==> config.mk <==
export PLATFORM = sky130hd
export DESIGN_NAME = shift_out_ctrl
export DESIGN_NICKNAME = d
export VERILOG_FILES = /design/src/rtl/shift_out_pkg.sv /design/src/rtl/sout_regs.sv /design/src/rtl/sout_trigger.sv /design/src/rtl/sout_shifter.sv /design/src/rtl/shift_out_ctrl.sv
export SDC_FILE = /design/constraint.sdc
export NUM_CORES = 1
export LEC_CHECK = 0
export BUFFER_PORTS_ARGS = -buffer_cell sky130_fd_sc_hd__buf_2
export CAP_MARGIN = 30
export CORE_MARGIN = 10
export CORE_UTILIZATION = 55
export DETAILED_ROUTE_END_ITERATION = 7
export MAX_ROUTING_LAYER = met4
export PLACE_DENSITY = 0.86
export SYNTH_ARGS = -nofsm -noshare
export SYNTH_HDL_FRONTEND = slang
export SYNTH_HIERARCHICAL = 1
export SYNTH_SLANG_ARGS = --single-unit
==> constraint.sdc <==
create_clock -name clk -period 3.75 [get_ports clk]
set_input_delay 0.375 -clock clk [delete_from_list [all_inputs] [get_ports clk]]
set_output_delay 0.375 -clock clk [all_outputs]
set_load 0.05 [all_outputs]
==> src/rtl/shift_out_pkg.sv <==
package shift_out_pkg;

    localparam int NUM_GRP    = 4;
    localparam int GRP_PINS   = 8;
    localparam int PIN_W      = NUM_GRP * GRP_PINS;
    localparam int GRP_IDX_W  = $clog2(NUM_GRP);
    localparam int BIT_IDX_W  = $clog2(GRP_PINS);

    localparam logic [1:0] ADDR_DATA = 2'd0;
    localparam logic [1:0] ADDR_CTL0 = 2'd1;
    localparam logic [1:0] ADDR_CTL1 = 2'd2;

    localparam logic [1:0] SRC_SW  = 2'd0;
    localparam logic [1:0] SRC_TMR = 2'd1;
    localparam logic [1:0] SRC_PER = 2'd2;

    typedef enum logic [1:0] {SH_IDLE, SH_SHIFT, SH_STORE} sh_state_e;

    typedef struct packed {
        logic                 found;
        logic [GRP_IDX_W-1:0] grp;
    } grp_pick_t;

    // Division ratio shared by the timer and periodic sources.
    function automatic logic [4:0] rate_mult(input logic [1:0] code);
        case (code)
            2'd0:    rate_mult = 5'd20;
            2'd1:    rate_mult = 5'd10;
            2'd2:    rate_mult = 5'd5;
            default: rate_mult = 5'd4;
        endcase
    endfunction

    // Highest enabled group strictly below the limit.
    function automatic grp_pick_t pick_below(input logic [NUM_GRP-1:0] en,
                                             input logic [GRP_IDX_W:0] lim);
        grp_pick_t r;
        r = '0;
        for (int i = 0; i < NUM_GRP; i++) begin
            if (en[i] && ((GRP_IDX_W+1)'(i) < lim)) begin
                r.found = 1'b1;
                r.grp   = GRP_IDX_W'(i);
            end
        end
        return r;
    endfunction

endpackage

==> src/rtl/sout_regs.sv <==
module sout_regs
    import shift_out_pkg::*;
(
    input  logic               clk,
    input  logic               rst_n,
    input  logic               wr_en,
    input  logic [1:0]         addr,
    input  logic [31:0]        wdata,
    output logic [31:0]        rdata,
    input  logic               busy_i,
    output logic [PIN_W-1:0]   image_o,
    output logic               edge_o,
    output logic [1:0]         src_o,
    output logic [1:0]         sck_code_o,
    output logic [1:0]         per_div_o,
    output logic [1:0]         tmr_div_o,
    output logic [NUM_GRP-1:0] grp_en_o,
    output logic               sw_req_o
);

    typedef struct packed {
        logic [PIN_W-1:0]   image;
        logic               edge_sel;
        logic [1:0]         src;
        logic [1:0]         sck_code;
        logic [1:0]         per_div;
        logic [1:0]         tmr_div;
        logic [NUM_GRP-1:0] grp_en;
        logic               sw_req;
    } regs_t;

    regs_t q, d;

    always_comb begin
        d = q;
        d.sw_req = 1'b0;
        if (wr_en) begin
            case (addr)
                ADDR_DATA: d.image = wdata[PIN_W-1:0];
                ADDR_CTL0: begin
                    d.edge_sel = wdata[26];
                    d.sw_req   = wdata[31];
                end
                ADDR_CTL1: begin
                    d.grp_en   = wdata[NUM_GRP-1:0];
                    d.sck_code = wdata[21:20];
                    d.per_div  = wdata[24:23];
                    d.tmr_div  = wdata[26:25];
                    d.src      = wdata[31:30];
                end
                default: ;
            endcase
        end
    end

    always_ff @(posedge clk or negedge rst_n) begin
        if (!rst_n) q <= '0;
        else        q <= d;
    end

    always_comb begin
        rdata = '0;
        case (addr)
            ADDR_DATA: rdata[PIN_W-1:0] = q.image;
            ADDR_CTL0: begin
                rdata[30] = busy_i;
                rdata[26] = q.edge_sel;
            end
            ADDR_CTL1: begin
                rdata[NUM_GRP-1:0] = q.grp_en;
                rdata[21:20]       = q.sck_code;
                rdata[24:23]       = q.per_div;
                rdata[26:25]       = q.tmr_div;
                rdata[31:30]       = q.src;
            end
            default: ;
        endcase
    end

    assign image_o    = q.image;
    assign edge_o     = q.edge_sel;
    assign src_o      = q.src;
    assign sck_code_o = q.sck_code;
    assign per_div_o  = q.per_div;
    assign tmr_div_o  = q.tmr_div;
    assign grp_en_o   = q.grp_en;
    assign sw_req_o   = q.sw_req;

    // The image only changes through a write to its address.
    p_image_hold_r2: assert property (@(posedge clk) disable iff (!rst_n)
        !(wr_en && addr == ADDR_DATA) |=> $stable(image_o));

endmodule

==> src/rtl/sout_trigger.sv <==
module sout_trigger
    import shift_out_pkg::*;
#(
    parameter int PER_UNIT = 16
) (
    input  logic       clk,
    input  logic       rst_n,
    input  logic [1:0] src_i,
    input  logic [1:0] per_div_i,
    input  logic [1:0] tmr_div_i,
    input  logic       sw_req_i,
    input  logic       timer_tick,
    input  logic       busy_i,
    output logic       start_o
);

    localparam int PCW = $clog2(PER_UNIT * 20 + 1);

    typedef struct packed {
        logic [PCW-1:0] per_cnt;
        logic [4:0]     tmr_cnt;
        logic           pend;
    } trig_t;

    trig_t q, d;
    logic  per_fire, tmr_fire, req;
    logic [PCW-1:0] per_len;
    logic [4:0]     tmr_len;

    always_comb begin
        d        = q;
        per_fire = 1'b0;
        tmr_fire = 1'b0;
        per_len  = PCW'(PER_UNIT) * PCW'(rate_mult(per_div_i));
        tmr_len  = rate_mult(tmr_div_i);

        if (src_i == SRC_PER) begin
            if (q.per_cnt >= per_len - 1'b1) begin
                d.per_cnt = '0;
                per_fire  = 1'b1;
            end else begin
                d.per_cnt = q.per_cnt + 1'b1;
            end
        end else begin
            d.per_cnt = '0;
        end

        if (src_i != SRC_TMR) begin
            d.tmr_cnt = '0;
        end else if (timer_tick) begin
            if (q.tmr_cnt >= tmr_len - 1'b1) begin
                d.tmr_cnt = '0;
                tmr_fire  = 1'b1;
            end else begin
                d.tmr_cnt = q.tmr_cnt + 1'b1;
            end
        end

        req     = (sw_req_i && src_i == SRC_SW) || per_fire || tmr_fire;
        start_o = (q.pend || req) && !busy_i;
        d.pend  = (q.pend || req) && busy_i;
    end

    always_ff @(posedge clk or negedge rst_n) begin
        if (!rst_n) q <= '0;
        else        q <= d;
    end

    // A held request never outlives an idle cycle.
    p_pend_served_r10: assert property (@(posedge clk) disable iff (!rst_n)
        (q.pend && !busy_i) |=> !q.pend || busy_i);

endmodule

==> src/rtl/sout_shifter.sv <==
module sout_shifter
    import shift_out_pkg::*;
#(
    parameter int HALF_BASE = 2
) (
    input  logic               clk,
    input  logic               rst_n,
    input  logic               start_i,
    input  logic [PIN_W-1:0]   image_i,
    input  logic [NUM_GRP-1:0] grp_en_i,
    input  logic               edge_i,
    input  logic [1:0]         sck_code_i,
    output logic               busy_o,
    output logic               sck_o,
    output logic               sdo_o,
    output logic               store_o
);

    localparam int HMAX = HALF_BASE << 3;
    localparam int HCW  = $clog2(HMAX + 1);

    typedef struct packed {
        sh_state_e            st;
        logic [PIN_W-1:0]     img;
        logic [NUM_GRP-1:0]   en;
        logic                 edge_sel;
        logic [HCW-1:0]       hlen;
        logic [HCW-1:0]       hcnt;
        logic                 half;
        logic [GRP_IDX_W-1:0] grp;
        logic [BIT_IDX_W-1:0] bitn;
        logic                 sck;
        logic                 sdo;
        logic                 store;
    } sh_t;

    sh_t q, d;
    grp_pick_t pick;

    always_comb begin
        d       = q;
        d.store = 1'b0;
        pick    = '0;
        case (q.st)
            SH_IDLE: begin
                d.sck = edge_i;
                if (start_i) begin
                    d.img      = image_i;
                    d.en       = grp_en_i;
                    d.edge_sel = edge_i;
                    d.hlen     = HCW'(HALF_BASE) << sck_code_i;
                    d.hcnt     = '0;
                    d.half     = 1'b0;
                    pick       = pick_below(grp_en_i, (GRP_IDX_W+1)'(NUM_GRP));
                    if (pick.found) begin
                        d.st   = SH_SHIFT;
                        d.grp  = pick.grp;
                        d.bitn = BIT_IDX_W'(GRP_PINS - 1);
                        d.sdo  = image_i[{pick.grp, BIT_IDX_W'(GRP_PINS - 1)}];
                        d.sck  = ~edge_i;
                    end else begin
                        d.st    = SH_STORE;
                        d.store = 1'b1;
                    end
                end
            end
            SH_SHIFT: begin
                if (q.hcnt == q.hlen - 1'b1) begin
                    d.hcnt = '0;
                    if (!q.half) begin
                        d.half = 1'b1;
                        d.sck  = q.edge_sel;
                    end else begin
                        d.half = 1'b0;
                        if (q.bitn != '0) begin
                            d.bitn = q.bitn - 1'b1;
                            d.sdo  = q.img[{q.grp, q.bitn - 1'b1}];
                            d.sck  = ~q.edge_sel;
                        end else begin
                            pick = pick_below(q.en, {1'b0, q.grp});
                            if (pick.found) begin
                                d.grp  = pick.grp;
                                d.bitn = BIT_IDX_W'(GRP_PINS - 1);
                                d.sdo  = q.img[{pick.grp, BIT_IDX_W'(GRP_PINS - 1)}];
                                d.sck  = ~q.edge_sel;
                            end else begin
                                d.st    = SH_STORE;
                                d.store = 1'b1;
                            end
                        end
                    end
                end else begin
                    d.hcnt = q.hcnt + 1'b1;
                end
            end
            default: begin
                d.st  = SH_IDLE;
                d.sck = q.edge_sel;
            end
        endcase
    end

    always_ff @(posedge clk or negedge rst_n) begin
        if (!rst_n) begin
            q    <= '0;
            q.st <= SH_IDLE;
        end else begin
            q <= d;
        end
    end

    assign busy_o  = (q.st != SH_IDLE);
    assign sck_o   = q.sck;
    assign sdo_o   = q.sdo;
    assign store_o = q.store;

    p_start_idle_r10: assert property (@(posedge clk) disable iff (!rst_n)
        start_i |-> q.st == SH_IDLE);

    p_grp_enabled_r4: assert property (@(posedge clk) disable iff (!rst_n)
        (q.st == SH_SHIFT) |-> q.en[q.grp]);

    p_data_steady_r6: assert property (@(posedge clk) disable iff (!rst_n)
        (q.st == SH_SHIFT && q.half) |-> $stable(sdo_o));

    p_phase_bound_r7: assert property (@(posedge clk) disable iff (!rst_n)
        (q.st == SH_SHIFT) |-> q.hcnt < q.hlen);

    p_store_pulse_r8: assert property (@(posedge clk) disable iff (!rst_n)
        store_o |=> !store_o);

endmodule

==> src/rtl/shift_out_ctrl.sv <==
module shift_out_ctrl
    import shift_out_pkg::*;
#(
    parameter int SCK_HALF_BASE = 2,
    parameter int PER_UNIT      = 16
) (
    input  logic        clk,
    input  logic        rst_n,
    input  logic        reg_wr,
    input  logic [1:0]  reg_addr,
    input  logic [31:0] reg_wdata,
    output logic [31:0] reg_rdata,
    input  logic        timer_tick,
    output logic        sout_clk,
    output logic        sout_data,
    output logic        sout_store
);

    logic [PIN_W-1:0]   image;
    logic               edge_sel, sw_req, busy, start;
    logic [1:0]         src, sck_code, per_div, tmr_div;
    logic [NUM_GRP-1:0] grp_en;

    sout_regs u_regs (
        .clk        (clk),
        .rst_n      (rst_n),
        .wr_en      (reg_wr),
        .addr       (reg_addr),
        .wdata      (reg_wdata),
        .rdata      (reg_rdata),
        .busy_i     (busy),
        .image_o    (image),
        .edge_o     (edge_sel),
        .src_o      (src),
        .sck_code_o (sck_code),
        .per_div_o  (per_div),
        .tmr_div_o  (tmr_div),
        .grp_en_o   (grp_en),
        .sw_req_o   (sw_req)
    );

    sout_trigger #(.PER_UNIT(PER_UNIT)) u_trig (
        .clk        (clk),
        .rst_n      (rst_n),
        .src_i      (src),
        .per_div_i  (per_div),
        .tmr_div_i  (tmr_div),
        .sw_req_i   (sw_req),
        .timer_tick (timer_tick),
        .busy_i     (busy),
        .start_o    (start)
    );

    sout_shifter #(.HALF_BASE(SCK_HALF_BASE)) u_shift (
        .clk        (clk),
        .rst_n      (rst_n),
        .start_i    (start),
        .image_i    (image),
        .grp_en_i   (grp_en),
        .edge_i     (edge_sel),
        .sck_code_i (sck_code),
        .busy_o     (busy),
        .sck_o      (sout_clk),
        .sdo_o      (sout_data),
        .store_o    (sout_store)
    );

    p_store_busy_r9: assert property (@(posedge clk) disable iff (!rst_n)
        sout_store |-> busy);

endmodule

# [Yosys cells after proc, flatten, opt, wreduce, memory -nomap -nowiden]
# Index checks and enable logic that the tools add are counted.
# W data, S select, Z words.
[totals] register_bits=119 input_bits=38 output_inout_bits=35
[op_classes] addsub=7 n_lt_le_gt_ge=8 eq_ne=19 shift=1 mux=65 bitwise_logic=2 reduce_logical=29
[ops] operator="$mux W58" n=1
[ops] operator="$mux W3" n=14
[ops] operator="$mux W5" n=6
[ops] operator="$pmux W5 S3" n=2
[ops] operator="$mux W9" n=3
[ops] operator="$pmux W11 S2" n=1
[ops] operator="$lt A5 B6 Y1 const B" n=3
[ops] operator="$mux W1" n=16
[ops] operator="$mux W16" n=1
[ops] operator="$mux W2" n=7
[ops] operator="$mux W7" n=2
[ops] operator="$pmux W2 S2" n=3
[ops] operator="$reduce_and A2 Y1" n=6
[ops] operator="$add A5 B1 Y5 const B" n=2
[ops] operator="$logic_not A2 Y1" n=5
[ops] operator="$ne A2 B1 Y1 const B" n=5
[ops] operator="$sub A5 B1 Y5 const B" n=2
[ops] operator="$add A9 B1 Y9 const B" n=1
[ops] operator="$ge A9 B9 Y1" n=1
[ops] operator="$sub A9 B1 Y9 const B" n=1
[ops] operator="$eq A2 B1 Y1 const B" n=4
[ops] operator="$eq A2 B2 Y1 const B" n=4
[ops] operator="$pmux W4 S2" n=1
[ops] operator="$reduce_and A7 Y1" n=1
[ops] operator="23 further kinds" n=39

# [Logic depth before layout (Yosys ltp)]
# Gate-level depths: netlist of run 1.
[logic_depth] depth_word=17 ltp_mapped=14

# [By module]
# Netlist of run 1, hierarchy kept.
[by_module_without_submodules] module="sout_shifter" n_inst=1 cells_per_inst=323 area_each_um2=2924.1 seq_area_each_um2=1401.3
[by_module_without_submodules] module="sout_regs" n_inst=1 cells_per_inst=151 area_each_um2=2082.0 seq_area_each_um2=1151.1
[by_module_without_submodules] module="sout_trigger" n_inst=1 cells_per_inst=119 area_each_um2=1093.5 seq_area_each_um2=375.4

# [Least setup slack after synthesis of run 1]
# No wires, ideal clock.
[synth_timing] path_kind="reg-to-reg" start="register u_regs.q (netlist bit u_regs/tmr_div_o[0])" end="register u_shift.q (netlist bit u_shift/sdo_o)" setup_time_ns=0.129 t_arrival_ns=2.620 path_slack_ns=1.001 path_stages_with_launch=15 n_path_buf=0 period_less_slack_ns=2.749 cell_sequence="dfrtp_1 -> inv_1 -> ha_1 -> inv_1 -> ha_1 -> nand2b_1 -> a31oi_1 -> o311a_1 -> a21oi_1 -> nor3b_2 -> nand2_1 -> o21ai_0 -> o211a_1 -> a2bb2oi_1 -> o21ai_1"
[synth_between] elab_chain_cells=12 elab_cells_between_ends=14
[synth_rtl] element="from (decl)" line="sout_regs.sv:32" rtl="regs_t q, d;"
[synth_rtl] element="from (signal assigned)" line="sout_regs.sv:57" rtl="if (!rst_n) q <= '0;"
[synth_rtl] element="from (signal assigned)" line="sout_regs.sv:58" rtl="else q <= d;"
[synth_rtl] element="$eq A2 B2 Y1 (tied with other cells)" line="shift_out_pkg.sv:26" rtl="case (code)"
[synth_rtl] element="$pmux W5 S3 (*)" line="shift_out_pkg.sv:26"
[synth_rtl] element="$sub A5 B1 Y5 (*)" line="sout_trigger.sv:51" rtl="if (q.tmr_cnt >= tmr_len - 1'b1) begin"
[synth_rtl] element="$ge A5 B5 Y1 (*)" line="sout_trigger.sv:51"
[synth_rtl] element="$mux W1 (*)" line="sout_trigger.sv:51"
[synth_rtl] element="$mux W1 (*)" line="sout_trigger.sv:50" rtl="end else if (timer_tick) begin"
[synth_rtl] element="$mux W1 (*)" line="sout_trigger.sv:48" rtl="if (src_i != SRC_TMR) begin"
[synth_rtl] element="$logic_or A1 B1 Y1 (*)" line="sout_trigger.sv:59" rtl="req = (sw_req_i && src_i == SRC_SW) || per_fire || tmr_fire;"
[synth_rtl] element="$logic_or A1 B1 Y1 (*)" line="sout_trigger.sv:60" rtl="start_o = (q.pend || req) && !busy_i;"
[synth_rtl] element="$logic_and A1 B1 Y1 (*)" line="sout_trigger.sv:60"
[synth_rtl] element="named net start" line="shift_out_ctrl.sv:20" rtl="logic edge_sel, sw_req, busy, start;"
[synth_rtl] element="$ne A2 B2 Y1 (no source line) (*)"
[synth_rtl] element="$reduce_and A6 Y1 (no source line) (*)"
[synth_rtl] element="to (decl)" line="sout_shifter.sv:37" rtl="sh_t q, d;"
# Mark *: on every way through the listed nets, which the timed path passes. The rest lies on a longest branch.
# A chain may end at the register's enable or synchronous reset.

# [Final worst setup path of run 1]
[layout_timing] start="register u_regs.q (netlist bit u_regs/tmr_div_o[0])" end="register u_shift/q[11] (netlist bit)"
[layout_between] elab_chain_cells=12 elab_cells_between_ends=14
[layout_rtl] element="$eq A2 B2 Y1 (tied with other cells)" line="shift_out_pkg.sv:26"
[layout_rtl] element="$pmux W5 S3 (*)" line="shift_out_pkg.sv:26"
[layout_rtl] element="$sub A5 B1 Y5 (*)" line="sout_trigger.sv:51"
[layout_rtl] element="$ge A5 B5 Y1 (*)" line="sout_trigger.sv:51"
[layout_rtl] element="$mux W1 (*)" line="sout_trigger.sv:51"
[layout_rtl] element="$mux W1 (*)" line="sout_trigger.sv:50"
[layout_rtl] element="$mux W1 (*)" line="sout_trigger.sv:48"
[layout_rtl] element="$logic_or A1 B1 Y1 (*)" line="sout_trigger.sv:59"
[layout_rtl] element="$logic_or A1 B1 Y1 (*)" line="sout_trigger.sv:60"
[layout_rtl] element="$logic_and A1 B1 Y1 (*)" line="sout_trigger.sv:60"
[layout_rtl] element="named net start" line="shift_out_ctrl.sv:20"
[layout_rtl] element="$ne A2 B2 Y1 (no source line) (*)"
[layout_rtl] element="$reduce_and A2 Y1 (no source line) (*)"
# Marked as above.

==> results.txt, run 1 <==
Cells with a size suffix above 1 make up 24.5% of the layout. The clock passes through at most 2 buffers. The signal arrival time at the worst endpoint is 3.81 ns. In this run the critical register-to-register path is launched from u_regs/tmr_div_o[0].

The power density relative to cell area is 715 nW/um^2. The family with the most delay on the worst path is compound AO/OA/AOI/OAI gates. The hold-critical path depth is 2.

The largest fanout of any net on the critical path is 42. The tree is rooted in a sky130_fd_sc_hd__clkbuf_8. Traced cell by cell, the critical path runs through inv_1, ha_1, inv_1, ha_1, nand2b_1, a31oi_1, o311a_1, a21oi_1, nor3b_4, buf_4, nor2_1, o21ai_0, nand2_1. The worst setup path is captured at a flop. After synthesis the netlist holds a flip-flop and latch count of 117. The layout has 780 filler cells. The peak clock frequency supported by timing came out at 293 MHz.

The first routing iteration left 436 violations. The post-synthesis net count is 654. The critical path data required time is 4.14 ns. The global placer's final weighted congestion came out at 0.892. In the post-synthesis netlist, the cell with the most instances is sky130_fd_sc_hd__nand2_1.

The minimum clock period came out at 3.42 ns. The count of final hold-check violations is 0. The final critical-path share of the clock period is 91.1%.

Relative to the synthesized area, the layout overhead comes to 17.2%. The worst hold path begins at reg_wdata[11]. The number of instances in the synthesized netlist came out at 593. The detailed-route wire length came out at 15300 microns.

The slew of the pin with the lowest slew margin is 0.676 ns. The number of different library cells in the post-synthesis netlist came out at 65. The fraction of synthesized cell area taken by the top area cell type is 48.0%. The antenna diode instance count is 0. The first-pass GRT wire length is 25500 microns. Measured against its own limit, the worst slew margin works out to 54.8%. The leading register cell type out of synthesis is sky130_fd_sc_hd__dfrtp_1. In the synthesized netlist, the cells that appear most often are 135 x sky130_fd_sc_hd__nand2_1, 117 x sky130_fd_sc_hd__dfrtp_1, 46 x sky130_fd_sc_hd__mux2_2, 33 x sky130_fd_sc_hd__nor2_1, 24 x sky130_fd_sc_hd__inv_1. The count of nets left with antenna violations once routing finished came out at 0.

The synthesized area came out at 6100 sq um. The number of cells in the design after placement is 787. Together, buffers and inverters on the worst path number 3. Measured along the y axis, the die boundary spans 125 microns. The logic depth of the worst register-to-register path came out at 13.

The largest stage delay on the critical path came out at 0.44 ns. The total iterations of the first detailed-routing run is 5. For hold timing, the worst endpoint is u_regs/image_o[11].

At the later pin of the worst-skew pair, clock insertion delay measures 0.51 ns. The via count of the first global-routing pass is 5080. Setup repair after global routing left no endpoint under its margin. The number of enable-type register cells in the synthesized netlist came out at 0. The leakage power is 0.00353 uW. The via count of the routed design came out at 4774. By area the synthesized netlist is led by sky130_fd_sc_hd__dfrtp_1 48%, sky130_fd_sc_hd__mux2_2 8.5%, sky130_fd_sc_hd__nand2_1 8.3%. The placeable core region came out at 10800 sq um. The clock sink total came out at 117. The initial standard-cell utilization of the core came out at 56.3%.

The overall global routing resource usage came out at 20.0%. In this run the critical register-to-register path is captured at u_shift/q[11]. Across the VDD grid, the largest voltage drop is 0.000321 V. The yosys synthesis warning count is 6. For this run the aggregate overflow at the end of global routing stands at 0. After detailed routing, the number of vias per cell comes to 5.84.

The detailed placer's ending HPWL is 10200 microns. The async set-or-reset flop fraction in the synthesized netlist came out at 100%. The CTS tree is done. Setup violations remaining at the end of the flow were counted as 0. The die span in x is 125 microns.

The share of the core filled with cells in the final layout is 66.0%. The number of remaining DRC errors came out at 0. The TritonCTS buffer count came out at 17. The clock-pin slew of the registers on the worst-case setup and hold paths is 0.06 ns.

The class of the most critical hold timing path is primary input to flop. The net total in the final layout is 729. The type of the worst setup path is flop to flop. Of all cell types, the one taking the most synthesized area is sky130_fd_sc_hd__dfrtp_1. After floorplanning, the core was divided into 38 placement rows. The H-tree depth reported by CTS is 4. The number of gates resized after CTS was 0.

The die covers 15700 sq um. After detailed routing, the average wire length per cell comes to 18.7 microns. The mean instance size in the synthesized netlist came out at 10.3 sq um. Entering global routing, the biggest net connects 49 pins. For the final database, setup skew stands at 0.00777 ns. The sum of negative setup slack is 0 ns. The final-report max-slew violation count came to 0. The total of buffers placed on input and output ports is 72.

Across the run, the number of max-cap violations was 0. The flow ran to the end, and the final reports show no timing, DRC or antenna violations. The sequential share of the synthesized area came out at 48.0%.

The setup slack on the worst flop-to-flop path came out at 0.33 ns. The count of cells in the finished layout, fillers not included, comes to 818. The initial antenna violation count came out at 0. For this design the top-level I/O count stands at 73. The startpoint class of the critical path is a flop. The slowest stage of the critical path is the sky130_fd_sc_hd__buf_4 cell.
flip-flops by register name, summed over array words and instances, names as in the netlist:
signal and cells:
u_shift/q 53, u_regs/image_o 32, u_trig/q 15, u_regs/grp_en_o 4, u_regs/per_div_o 2, u_regs/sck_code_o 2, u_regs/src_o 2, u_regs/tmr_div_o 2
u_regs/edge_o 1, u_regs/sw_req_o 1, u_shift/sck_o 1, u_shift/sdo_o 1, u_shift/store_o 1
cells in the final DEF, fill, tap and decap left out, types with 4 or more instances in the layout:
master                      count
sky130_fd_sc_hd__mux2i_1       23
sky130_fd_sc_hd__clkbuf_16     16
sky130_fd_sc_hd__buf_4          7
sky130_fd_sc_hd__clkbuf_8       6
sky130_fd_sc_hd__ha_1          23
sky130_fd_sc_hd__xor2_1        13
sky130_fd_sc_hd__a21oi_1       10
sky130_fd_sc_hd__nand4_1        5
sky130_fd_sc_hd__nand3b_1       6
sky130_fd_sc_hd__buf_2         71
sky130_fd_sc_hd__a31oi_1        4
sky130_fd_sc_hd__inv_1         24
sky130_fd_sc_hd__nor2_1        33
sky130_fd_sc_hd__o21ai_0       20
sky130_fd_sc_hd__dfrtp_1      117
sky130_fd_sc_hd__xnor2_1        4
sky130_fd_sc_hd__mux2_2        46
sky130_fd_sc_hd__nand2_1      135
sky130_fd_sc_hd__nand2b_1       6
sky130_fd_sc_hd__nand3_1       14
sky130_fd_sc_hd__and2_1        22
cell families after synthesis:
logic type | Yosys count | synth area share, %
flops | 117 | 48.0
buf+inv | 48 | 3.79
simple gates | 244 | 18.6
compound gates | 66 | 7.34
xor+xnor | 19 | 3.08
mux | 76 | 14.4
fa+ha+maj | 23 | 4.72
metrics by stage:
stage	hold WS (ns)	instance area, sq um	worst slack, ns	total power, uW
floorplan	0.0794	6100	1.00	3120
global placement	0.454	6540	0.783	3420
detailed placement	0.387	6570	0.537	3520
CTS	0.0770	7140	0.414	5100
global route	0.0796	7150	0.146	5390
finish	0.0911	7150	0.333	5110
power breakdown:
group | switching (uW) | total, uW | internal [uW]
Sequential | 353 | 1970 | 1620
Clock | 527 | 1550 | 1020
Combinational | 913 | 1600 | 684
Total | 1790 | 5110 | 3320
area by class of cell:
type | instances | area [sq um] | area share, %
Tap cell | 140 | 175 | 2.45
Inverter | 24 | 90.1 | 1.26
Multi-Input combinational cell | 428 | 2950 | 41.2
Clock inverter | 4 | 70.1 | 0.980
Sequential cell | 117 | 2930 | 41.0
Timing Repair Buffer | 80 | 445 | 6.23
Clock buffer | 25 | 494 | 6.91
worst register-to-register path, stage by stage, from the launching register on:
cell,delay [ns]
sky130_fd_sc_hd__dfrtp_1,0.42
sky130_fd_sc_hd__inv_1,0.13
sky130_fd_sc_hd__ha_1,0.18
sky130_fd_sc_hd__inv_1,0.05
sky130_fd_sc_hd__ha_1,0.25
sky130_fd_sc_hd__nand2b_1,0.09
sky130_fd_sc_hd__a31oi_1,0.15
sky130_fd_sc_hd__o311a_1,0.40
sky130_fd_sc_hd__a21oi_1,0.34
sky130_fd_sc_hd__nor3b_4,0.28
sky130_fd_sc_hd__buf_4,0.44
sky130_fd_sc_hd__nor2_1,0.21
sky130_fd_sc_hd__o21ai_0,0.28
sky130_fd_sc_hd__nand2_1,0.09
metal layers:
| layer | GRT usage (%) | up-vias | wire (microns) |
|---|---|---|---|
| met3 | 4.01 | 36 | 731 |
| met5 | - | - | 0 |
| li1 | - | 2169 | - |
| met4 | 8.27 | 0 | 375 |
| met2 | 33.0 | 193 | 7860 |
| met1 | 23.5 | 2376 | 6370 |
how the worst max path moves through the flow:
| stage | slack, ns | to | depth (start not counted) | startpoint |
|---|---|---|---|---|
| 5_1_grt | 0.15 | u_shift/q[11] | 12 | u_regs/per_div_o[1] |
| 6_report | 0.33 | u_shift/q[11] | 13 | u_regs/tmr_div_o[0] |
| 2_1_floorplan | 1.00 | u_shift/sdo_o | 14 | u_regs/tmr_div_o[0] |
| 3_5_place_dp | 0.54 | u_shift/q[11] | 13 | u_regs/tmr_div_o[0] |
| 4_1_cts | 0.41 | u_shift/q[11] | 13 | u_regs/tmr_div_o[0] |
| 3_3_place_gp | 0.78 | u_shift/sdo_o | 7 | u_shift/q[3] |
timing repair:
action | 4_1_cts | 5_1_grt
hold endpoints to repair | 38 | 0
setup buffers | 0 | 0
setup endpoints to repair | 0 | 0
hold buffers | 1 | 0
No activity file was read; power rests on OpenSTA's default activity.
==> inputs of run 2 (changes only) <==
clock period = 4.1 ns   (was 3.75 ns; I/O delays follow)
==> run 2 against run 1 <==
The flow now finishes with violations (negative hold slack). Clock skew fell by 0.0021 ns. Non-clock buffer count is 3 lower. Final area shrank 1.0%.
==> results.txt, run 2 (synthesis results as in run 1) <==
The worst-case IR drop observed on VDD is 0.000366 V. The area growth from synthesis to layout is 16.0%. The antenna diode instance count is 0. The via count of the routed design came out at 4661. Setup slack on the worst reg-to-reg path comes out at 0.86 ns.

The die span in x came out at 125 microns. The hold buffer count at cts came out at 0. Timing analysis after detailed placement gives a worst setup slack of 0.981 ns. The clock passes through at most 2 buffers. Pin placement for this block handled 73 I/O pins. The violation count after the first detailed-routing iteration came out at 393. The final-layout fill cell count is 783.

The power density relative to cell area came out at 646 nW/um^2. The standard cell area after detailed placement came out at 6540 sq um. The signal arrival time at the worst endpoint is 3.64 ns. The end of the worst register-to-register path is u_shift/q[11]. The critical path in this run is classified as flop to flop.

The largest net degree at the start of global routing is 71. The capturing element type of the critical path is a flop. The most frequent standard cell in the layout excluding fill and tap cells is sky130_fd_sc_hd__nand2_1.

TritonCTS built the clock tree. The H-tree depth reported by CTS is 4. The clock skew came out at 0.00571 ns. Ranked by flip-flop count, first place goes to u_shift/q. For this run, the top clock speed supported by timing is 309 MHz.

The final reports fail on negative hold slack. The global placer's final weighted congestion came out at 0.894. The number of remaining DRC errors came out at 0.

Setup repair after global routing left no endpoint under its margin. The TritonCTS buffer count came out at 17. The placeable core region came out at 10800 sq um. The number of flip-flops in the largest register came out at 53. The fraction of final layout cells with drive strength greater than 1 came out at 24.1%. The floorplan step set the die height to 125 microns. At the pin with the least slew margin, the transition time is 1.04 ns. The count of final hold-check violations came out at 3. The via count of the first global-routing pass was 4784. The overall global routing resource usage came out at 19.0%. The initial standard-cell utilization of the core came out at 56.3%. Registers take 2930 sq um. The first-pass GRT wire length came out at 23800 microns. Summed over all cells, the static leakage comes to 0.00349 uW. The root buffer cell chosen for the clock tree is sky130_fd_sc_hd__clkbuf_8. The final-report max-slew violation count is 0. The clock sink total came out at 117.

The flow ran to the end, but the final reports show violations. The floorplan die area came out at 15700 sq um. The clock-pin slew of the registers on the worst-case setup and hold paths came out at 0.05 ns. The worst hold slack after final layout is -0.00392 ns. The count of nets left with antenna violations once routing finished came out at 0. Summing all multi-input logic gate instances after layout gives 2950 sq um. The total congestion overflow after global routing came out at 0. The initial antenna violation count came to 0.

The critical path data required time is 4.50 ns. For the worst flop-to-flop path, the logic depth is 11. In this run the worst path has a maximum fanout of 42. The sum of negative setup slack is 0 ns. Across all setup checks in the final design, the least slack found is 0.861 ns. The worst path needs 3.24 ns of the cycle, external delays included.

The final number of setup-violating endpoints is 0. The max-slew headroom at the worst pin came out at 30.1%. After detailed routing, the average wire length per cell comes to 17.9 microns.

The net total in the final layout came out at 726. The row count came out at 38. The clock latency at the later pin of the worst-skew pair is 0.52 ns. The design area came out at 7080 sq um. The detailed placer's ending HPWL came out at 10200 microns. The overall power consumption is 4570 uW.

In the finished design, the share of the clock period the worst path needs comes to 79.0%. The class of the most critical hold timing path is primary input to async pin. The worst setup path is launched from a flop. The worst register-to-register path begins at u_regs/tmr_div_o[0]. In this run the tool buffered the top-level ports with 72 buffer cells. The total of cells resized after clock tree synthesis is 0. After detailed routing, the number of vias per cell comes to 5.71.

The max-cap check violation count is 0. In the layout the commonest cells are 135 x sky130_fd_sc_hd__nand2_1, 117 x sky130_fd_sc_hd__dfrtp_1, 71 x sky130_fd_sc_hd__buf_2. After clock tree synthesis, the setup repair step added 0 buffers. The total iterations of the first detailed-routing run came out at 6. The detailed-route wire length is 14700 microns.
-- run 2: cell types whose count changed in the layout (fill, tap and decap cells not counted), sizes merged --
| cell | delta |
|---|---|
| dlygate4sd3 | -1 |
| bufinv | -1 |
| clkinv | +1 |
| buf | -2 |
| clkbuf | +2 |
-- run 2: worst max-delay path by stage --
stage,from,endpoint,cells after the start
floorplan,u_regs/tmr_div_o[0],u_shift/sdo_o,14
global placement,u_regs/tmr_div_o[0],u_shift/q[11],13
detailed placement,u_regs/tmr_div_o[0],u_shift/q[11],11
CTS,u_regs/tmr_div_o[0],u_shift/q[11],13
global route,u_regs/tmr_div_o[0],u_shift/q[11],13
finish,u_regs/tmr_div_o[0],u_shift/q[11],11
-- run 2: report_power, final --
group	internal (uW)	total (uW)	switching (uW)
Clock	860	1330	474
Sequential	1480	1800	320
Combinational	621	1440	820
Total	2960	4570	1610
-- run 2: cell type report --
| cell class | instances | share of cell area [%] |
|---|---|---|
| Tap cell | 140 | 2.48 |
| Clock inverter | 4 | 0.636 |
| Timing Repair Buffer | 77 | 5.66 |
| Multi-Input combinational cell | 428 | 41.6 |
| Sequential cell | 117 | 41.4 |
| Inverter | 24 | 1.27 |
| Clock buffer | 27 | 6.95 |
-- run 2: per-layer routing --
metal / vias to the layer above / global-route usage, % / part of all wire [%]
met5: - / - / 0
met1: 2269 / 21.3 / 42
met3: 37 / 4.44 / 4.9
met2: 186 / 31.3 / 51
li1: 2169 / - / -
met4: 0 / 9.01 / 2.5
-- run 2: stage by stage --
stage / hold WS, ns / util, % / std cells
floorplan: 0.114 / - / 593
global placement: 0.454 / 60.3 / 786
detailed placement: 0.463 / 60.3 / 786
CTS: 0.0289 / 65.3 / 817
global route: 0.0702 / 65.3 / 817
finish: -0.00392 / 65.3 / 817
-- run 2: critical path, cell delays in order (launching register included) --
cell and delay (ns):
sky130_fd_sc_hd__dfrtp_1 0.40, sky130_fd_sc_hd__inv_1 0.10, sky130_fd_sc_hd__ha_1 0.32, sky130_fd_sc_hd__ha_1 0.28
sky130_fd_sc_hd__a31oi_1 0.13, sky130_fd_sc_hd__o311a_1 0.38, sky130_fd_sc_hd__a21oi_1 0.32, sky130_fd_sc_hd__nor3b_4 0.26
sky130_fd_sc_hd__buf_4 0.44, sky130_fd_sc_hd__nor2_1 0.18, sky130_fd_sc_hd__o21ai_0 0.22, sky130_fd_sc_hd__nand2_1 0.08
